==> config.mk <==
export PLATFORM = sky130hd
export DESIGN_NAME = sio_burst4_sram
export DESIGN_NICKNAME = d
export VERILOG_FILES = /design/src/rtl/sio_burst4_pkg.sv /design/src/rtl/sio_cmd_filter.sv /design/src/rtl/sio_sram_bank.sv /design/src/rtl/sio_rd_stage.sv /design/src/rtl/sio_burst4_sram.sv
export SDC_FILE = /design/constraint.sdc
export NUM_CORES = 1
export LEC_CHECK = 0
export BUFFER_PORTS_ARGS = -buffer_cell sky130_fd_sc_hd__buf_2
export CAP_MARGIN = 20
export CORE_ASPECT_RATIO = 2
export CORE_MARGIN = 3
export CORE_UTILIZATION = 53
export DETAILED_ROUTE_END_ITERATION = 10
export PLACE_DENSITY_LB_ADDON = 0.1
export SETUP_SLACK_MARGIN = 0.1
export SLEW_MARGIN = 20
export SYNTH_ARGS = -nofsm -noshare
export SYNTH_HDL_FRONTEND = slang
export SYNTH_SLANG_ARGS = --single-unit
==> constraint.sdc <==
create_clock -name clk_i -period 2.4 [get_ports clk_i]
set_clock_uncertainty 0.05 [all_clocks]
set_input_delay 0.24 -clock clk_i [delete_from_list [all_inputs] [get_ports clk_i]]
set_output_delay 0.24 -clock clk_i [all_outputs]
set_load 0.1 [all_outputs]
==> src/rtl/sio_burst4_pkg.sv <==
package sio_burst4_pkg;
  localparam int unsigned BURST_LEN = 4;
  localparam int unsigned POS_W     = 2;
  localparam int unsigned LANES     = 2;

  typedef enum logic [1:0] {
    PH_IDLE = 2'd0,
    PH_LO   = 2'd1,
    PH_HI   = 2'd2
  } rd_phase_e;
endpackage

==> src/rtl/sio_cmd_filter.sv <==
module sio_cmd_filter #(
  parameter int unsigned AW = 4
) (
  input  logic          clk_i,
  input  logic          rst_ni,
  input  logic          rd_sel_ni,
  input  logic          wr_sel_ni,
  input  logic [AW-1:0] addr_i,
  output logic          rd_first_o,
  output logic [AW-1:0] rd_addr_o,
  output logic          wr_lo_o,
  output logic          wr_hi_o,
  output logic [AW-1:0] wr_addr_o
);
  logic          rd_p1_q, wr_p1_q, wr_p2_q;
  logic [AW-1:0] rd_a_q, wr_a1_q, wr_a2_q;
  logic          rd_acc, wr_acc;

  // a select low right after an accepted command of its kind is dropped
  assign rd_acc = ~rd_sel_ni & ~rd_p1_q;
  assign wr_acc = ~wr_sel_ni & ~wr_p1_q;

  always_ff @(posedge clk_i or negedge rst_ni) begin
    if (!rst_ni) begin
      rd_p1_q <= 1'b0;
      wr_p1_q <= 1'b0;
      wr_p2_q <= 1'b0;
      rd_a_q  <= '0;
      wr_a1_q <= '0;
      wr_a2_q <= '0;
    end else begin
      rd_p1_q <= rd_acc;
      wr_p1_q <= wr_acc;
      wr_p2_q <= wr_p1_q;
      wr_a2_q <= wr_a1_q;
      if (rd_acc) rd_a_q  <= addr_i;
      if (wr_acc) wr_a1_q <= addr_i;
    end
  end

  assign rd_first_o = rd_p1_q;
  assign rd_addr_o  = rd_a_q;
  assign wr_lo_o    = wr_p1_q;
  assign wr_hi_o    = wr_p2_q;
  assign wr_addr_o  = wr_p1_q ? wr_a1_q : wr_a2_q;


  rd_no_repeat_chk: assert property (@(posedge clk_i) disable iff (!rst_ni)
    rd_first_o |=> !rd_first_o);

  wr_no_overlap_chk: assert property (@(posedge clk_i) disable iff (!rst_ni)
    wr_lo_o |-> !wr_hi_o);
endmodule

==> src/rtl/sio_sram_bank.sv <==
module sio_sram_bank #(
  parameter int unsigned AW = 4,
  parameter int unsigned W  = 18
) (
  input  logic          clk_i,
  input  logic          we_i,
  input  logic [AW-1:0] waddr_i,
  input  logic [W-1:0]  wdata_i,
  input  logic [1:0]    wbe_ni,
  input  logic [AW-1:0] raddr_i,
  output logic [W-1:0]  rdata_o
);
  localparam int unsigned DEPTH  = 1 << AW;
  localparam int unsigned LANE_W = W / 2;

  logic [W-1:0] mem_q [DEPTH];

  always_ff @(posedge clk_i) begin
    if (we_i) begin
      if (!wbe_ni[0]) mem_q[waddr_i][LANE_W-1:0] <= wdata_i[LANE_W-1:0];
      if (!wbe_ni[1]) mem_q[waddr_i][W-1:LANE_W] <= wdata_i[W-1:LANE_W];
    end
  end

  assign rdata_o = mem_q[raddr_i];
endmodule

==> src/rtl/sio_rd_stage.sv <==
module sio_rd_stage
  import sio_burst4_pkg::*;
#(
  parameter int unsigned W = 18
) (
  input  logic                        clk_i,
  input  logic                        rst_ni,
  input  logic                        rd_first_i,
  input  logic [BURST_LEN-1:0][W-1:0] rd_words_i,
  output logic [W-1:0]                rq_rise_o,
  output logic [W-1:0]                rq_fall_o,
  output logic                        rq_oe_o
);
  rd_phase_e    phase_q;
  logic [W-1:0] hold_r_q, hold_f_q, q_r_q, q_f_q;

  // all four words are snapshotted on the first rise of the burst
  always_ff @(posedge clk_i or negedge rst_ni) begin
    if (!rst_ni) begin
      phase_q  <= PH_IDLE;
      hold_r_q <= '0;
      hold_f_q <= '0;
      q_r_q    <= '0;
      q_f_q    <= '0;
    end else if (rd_first_i) begin
      phase_q  <= PH_LO;
      q_r_q    <= rd_words_i[0];
      q_f_q    <= rd_words_i[1];
      hold_r_q <= rd_words_i[2];
      hold_f_q <= rd_words_i[3];
    end else if (phase_q == PH_LO) begin
      phase_q <= PH_HI;
      q_r_q   <= hold_r_q;
      q_f_q   <= hold_f_q;
    end else begin
      phase_q <= PH_IDLE;
      q_r_q   <= '0;
      q_f_q   <= '0;
    end
  end

  assign rq_rise_o = q_r_q;
  assign rq_fall_o = q_f_q;
  assign rq_oe_o   = (phase_q != PH_IDLE);


  idle_bus_zero_chk: assert property (@(posedge clk_i) disable iff (!rst_ni)
    !rq_oe_o |-> (rq_rise_o == '0 && rq_fall_o == '0));

  no_restart_mid_chk: assert property (@(posedge clk_i) disable iff (!rst_ni)
    rd_first_i |-> phase_q != PH_LO);
endmodule

==> src/rtl/sio_burst4_sram.sv <==
module sio_burst4_sram
  import sio_burst4_pkg::*;
#(
  parameter int unsigned AW = 4,
  parameter int unsigned W  = 18
) (
  input  logic          clk_i,
  input  logic          rst_ni,
  input  logic          rd_sel_ni,
  input  logic          wr_sel_ni,
  input  logic [AW-1:0] addr_i,
  input  logic [W-1:0]  wd_rise_i,
  input  logic [W-1:0]  wd_fall_i,
  input  logic [1:0]    wbe_rise_ni,
  input  logic [1:0]    wbe_fall_ni,
  output logic [W-1:0]  rq_rise_o,
  output logic [W-1:0]  rq_fall_o,
  output logic          rq_oe_o
);
  logic                        rd_first, wr_lo, wr_hi;
  logic [AW-1:0]               rd_addr, wr_addr;
  logic [BURST_LEN-1:0][W-1:0] rd_words;

  sio_cmd_filter #(.AW(AW)) u_filter (
    .clk_i      (clk_i),
    .rst_ni     (rst_ni),
    .rd_sel_ni  (rd_sel_ni),
    .wr_sel_ni  (wr_sel_ni),
    .addr_i     (addr_i),
    .rd_first_o (rd_first),
    .rd_addr_o  (rd_addr),
    .wr_lo_o    (wr_lo),
    .wr_hi_o    (wr_hi),
    .wr_addr_o  (wr_addr)
  );

  // one bank per burst position: positions 0/1 on the first data rise, 2/3 on the second
  for (genvar b = 0; b < BURST_LEN; b++) begin : g_bank
    localparam bit ODD  = (b % 2) == 1;
    localparam bit HIGH = b >= (BURST_LEN / 2);
    sio_sram_bank #(.AW(AW), .W(W)) u_bank (
      .clk_i   (clk_i),
      .we_i    (HIGH ? wr_hi : wr_lo),
      .waddr_i (wr_addr),
      .wdata_i (ODD ? wd_fall_i : wd_rise_i),
      .wbe_ni  (ODD ? wbe_fall_ni : wbe_rise_ni),
      .raddr_i (rd_addr),
      .rdata_o (rd_words[b])
    );
  end

  sio_rd_stage #(.W(W)) u_rd (
    .clk_i      (clk_i),
    .rst_ni     (rst_ni),
    .rd_first_i (rd_first),
    .rd_words_i (rd_words),
    .rq_rise_o  (rq_rise_o),
    .rq_fall_o  (rq_fall_o),
    .rq_oe_o    (rq_oe_o)
  );


  rd_latency_chk: assert property (@(posedge clk_i) disable iff (!rst_ni)
    (!rd_sel_ni && !rd_first) |=> ##1 rq_oe_o);

  rd_second_half_chk: assert property (@(posedge clk_i) disable iff (!rst_ni)
    $rose(rq_oe_o) |=> rq_oe_o);
endmodule

==> results.txt <==
The number of cells on the worst reg-to-reg path is 6. In this run the standard cell core region covers 89200 sq um. The count of buffers added on input and output ports is 84. The sequential element share of the synthesized area came out at a little under 80%. The part of the power in registers came out at approximately half.

The count of state elements after synthesis came out at 1241. In this run the count of I/O pins placed on the die edge is 85. Of the total synthesized cell area, the portion taken by XOR and XNOR cells is 0%. Cells with a size suffix above 1 make up between 20% and 30% of the layout.

The placement-stage cell area is roughly 51000 sq um. The worst flop-to-flop path startpoint is u_filter.rd_addr_o[0]. The starting utilization of the core area is 53.5%. Net switching is 24.8% of the power. The total routed wirelength is ~120000 um. After synthesis, the largest family of logic cells by area is multiplexers. The total power is ~49 mW. The largest fanout of any net on the critical path came out at 17. Multiplexer cells account for 14.7% of the synthesized area. Entering global routing, the biggest net connects 62 pins. The initial antenna violation count is 3.

The worst setup slack before clock tree synthesis came out at -233 ps. The count of endpoints failing hold in the final timing report is 0. The total global-route track usage is between 20 and 30%. The compound-gate portion of the synthesized area is between 3 and 4%. The share of synthesized cell area in and, or, nand and nor gates came out at 2.67%. The post-route standard cell area excluding fillers is ~55000 sq um.

Before antenna repair, the detailed router went through 5 iterations. The net switching power is roughly 12 mW. The critical path in this run is classified as reg -> reg. The area growth from synthesis to layout is 14.9%. The relative contribution of combinational cells to total power is a little over an eighth. The minimum hold slack came out at around 38 ps.

The count of nets left with antenna violations once routing finished came out at 0. Counting every instance in the synthesized netlist gives roughly 2.4k. The static power due to leakage is between 15 and 20 nW. For the pin with the worst max-slew slack, the measured transition is 833 ps.

The number of buffers on the longest clock path came out at 3. The mean post-synth cell area came out at around 20 sq um. Setup repair after global routing left no endpoint under its margin. The post-route minimum period came out at about 2200 ps.

The most critical setup path has its startpoint at u_filter.rd_addr_o[0]. The CTS sink count came out at roughly 1.2k. Routability-driven placement finished with a final weighted congestion of around 0.83.

The worst register-to-register path has a setup slack of approximately 150 ps. After synthesis the cells add up to 47700 sq um. The area of the die came out at approximately 94000 sq um. The number of nets produced by synthesis is approximately 2.5k. The max-slew violation total from the final report was 0. The total number of placement rows is 155. The number of vias per cell is between 5 and 6.

The tool flagged a number of max-cap violations equal to 0. Headroom to the max-slew limit came out at roughly 44%. STA classifies the critical path endpoint as a flip-flop. The flow ran to the end, and the final reports show no timing, DRC or antenna violations. Summed over all layers, the global routing overflow is 0.

Dividing the final minimum period by the clock period gives between 90% and 100%. The number of global-route vias before repair came out at around 26k. Derived from the worst setup path, the maximum achievable clock frequency is 445 MHz. The final number of setup-violating endpoints is 0. The class of the tightest hold or removal check is in -> reg. The die width is about 220 um. The highest ir drop seen on vdd is just under 0.9 mV. The count of routing violations after the opening detailed-route iteration came out at around 1.9k. In this run, the clock network consumes a little over a third of the power. The synthesized netlist devotes 0% of its cell area to adder and majority cells. STA classifies the critical path startpoint as a flip-flop. The areal power density over the cells came out at between 800 and 900 nW/um^2.

The post-detailed-route DRC marker count is 0. In this run the worst setup path terminates at u_rd.rq_fall_o[15]. The number of warnings issued by yosys is 0. The cell-internal power came out at roughly 37 mW. The final-stage net count is approximately 2.8k.

The distinct cell type count of the synthesized netlist is 28. For the worst-skew pair, the clock arrives at the later sink with an insertion delay of approximately 700 ps. The number of CTS-inserted buffers is 103. The CTS H-tree depth came out at 3. The floorplan step set the die height to 430 um.

The clock-pin transition on the worst setup and hold timing paths came out at ~70 ps. The required arrival time at the worst endpoint came out at 2840 ps. The post-detailed-placement half-perimeter wirelength is approximately 78000 um. The endpoint identified for the worst register-to-register timing path is u_rd.rq_fall_o[15]. The detail-routed net length per standard cell is around 30 um. TritonCTS built the clock tree. The wire length of the first global-routing pass is 174000 um. The via count came out at ~24k.

Across all setup checks in the final design, the least slack found is approximately 150 ps. The tree is rooted in a clkbuf_16. The arrival time reported for the critical path endpoint came out at approximately 2700 ps.
## synth_stat cells, drive strengths merged
| cell | n | share of area [%] |
|---|---|---|
| a22oi | 108 | 1.7 |
| a31oi | 36 | 0.47 |
| and2 | 2 | 0.026 |
| buf | 75 | 1.2 |
| clkbuf | 69 | 0.55 |
| dfrtp | 89 | 4.7 |
| edfxtp | 1152 | 73 |
| inv | 42 | 0.33 |
| mux2 | 6 | 0.14 |
| mux2i | 288 | 6.0 |
| mux4 | 180 | 8.5 |
| nand2 | 21 | 0.17 |
| nand2b | 48 | 0.63 |
| nand3 | 36 | 0.38 |
| nor2 | 132 | 1.0 |
| nor2b | 3 | 0.039 |
| nor3 | 36 | 0.38 |
| o21ai | 38 | 0.40 |
| o221ai | 36 | 0.66 |
| o32ai | 8 | 0.15 |
| or2 | 1 | 0.013 |
## worst max-delay path, cell delays in order (launching register included)
cell and delay [ps]:
dfrtp_4 510, buf_12 210, buf_6 270, mux2i_1 240
a22oi_1 110, a31oi_2 330, o21ai_1 310
## layout by cell type, fill, tap and decap left out, types with 3 or more instances in the layout
| cell | instances |
|---|---|
| a22oi_1 | 108 |
| a31oi_1 | 34 |
| buf_12 | 32 |
| buf_2 | 83 |
| buf_4 | 207 |
| bufinv_16 | 19 |
| clkbuf_1 | 14 |
| clkbuf_16 | 106 |
| clkbuf_8 | 4 |
| clkinv_1 | 20 |
| clkinv_2 | 17 |
| clkinv_4 | 3 |
| clkinvlp_4 | 9 |
| dfrtp_1 | 84 |
| dfrtp_4 | 4 |
| dlygate4sd3_1 | 11 |
| edfxtp_1 | 1152 |
| inv_1 | 42 |
| mux2_2 | 6 |
| mux2i_1 | 288 |
| mux4_2 | 180 |
| nand2_1 | 21 |
| nand2b_1 | 46 |
| nand3_1 | 36 |
| nor2_1 | 131 |
| nor2b_4 | 3 |
| nor3_1 | 36 |
| o21ai_0 | 21 |
| o21ai_1 | 17 |
| o221ai_1 | 36 |
| o32ai_1 | 5 |
| o32ai_2 | 3 |
## cell type report
type,count,area (sq um)
multi-input cells,979,9960
fillers,6469,34400
clock inverters,71,858
clock buffers,124,2760
flip-flops and latches,1241,36800
repair buffers,335,2740
well taps,1177,1470
diodes,2,5.00
inverters,42,158
## how the worst min path moves through the flow
stage | start | end | slack (ps) | cells after the start
2_1_floorplan | rst_ni | u_filter.rd_addr_o[0] | -110 | 0
3_3_place_gp | rst_ni | u_rd.hold_f_q[12] | 260 | 1
3_5_place_dp | rst_ni | u_rd.hold_f_q[12] | 260 | 1
4_1_cts | wd_fall_i[6] | g_bank[3].u_bank.mem_q[0][6] | 2 | 1
5_1_grt | wd_fall_i[5] | g_bank[1].u_bank.mem_q[8][5] | 40 | 1
6_report | wd_rise_i[16] | g_bank[2].u_bank.mem_q[6][16] | 40 | 1
## stage by stage
stage               cells  TNS (ps)  util, %
floorplan            2406         0        -
global placement     3763      -234     57.2
detailed placement   3763      -235     57.2
CTS                  3969         0     61.4
global route         3969         0     61.4
finish               3971         0     61.4
## power by group through the flow
stage	Sequential, mW	Clock [mW]	Combinational, mW
global route	24.5	19.0	6.95
detailed placement	24.9	0	6.63
finish	24.4	17.9	6.59
global placement	24.9	0	6.55
floorplan	25.7	0	3.38
CTS	24.4	18.2	6.67
## sequential cells by signal, summed over array words and instances, names as in the netlist
signal	cells
g_bank.u_bank.mem_q	1152
u_rd.hold_f_q	18
u_rd.hold_r_q	18
u_rd.rq_fall_o	18
u_rd.rq_rise_o	18
u_filter.rd_addr_o	4
u_filter.wr_a1_q	4
u_filter.wr_a2_q	4
u_rd.phase_q	2
u_filter.rd_first_o	1
u_filter.wr_hi_o	1
u_filter.wr_lo_o	1
## cell families after synthesis
group	Yosys count
flops	1241
mux	474
simple gates	279
compound gates	226
buf+inv	186
## metal layers
| metal | vias up | track usage [%] | wire [um] |
|---|---|---|---|
| met2 | 728 | 49.0 | 67700 |
| met1 | 12600 | 29.5 | 41400 |
| met3 | 212 | 3.41 | 5080 |
| li1 | 10300 | - | - |
| met4 | 0 | 9.91 | 4720 |
| met5 | - | 0 | 0 |
## what timing repair did
action / in CTS / in global routing
buffers inserted: 0 / 0
hold endpoints to repair: 171 / 0
hold buffers: 11 / 0
setup endpoints to repair: 17 / 256
resized for setup: 4 / 5
Note: power is estimated with default switching activity, not from simulation.
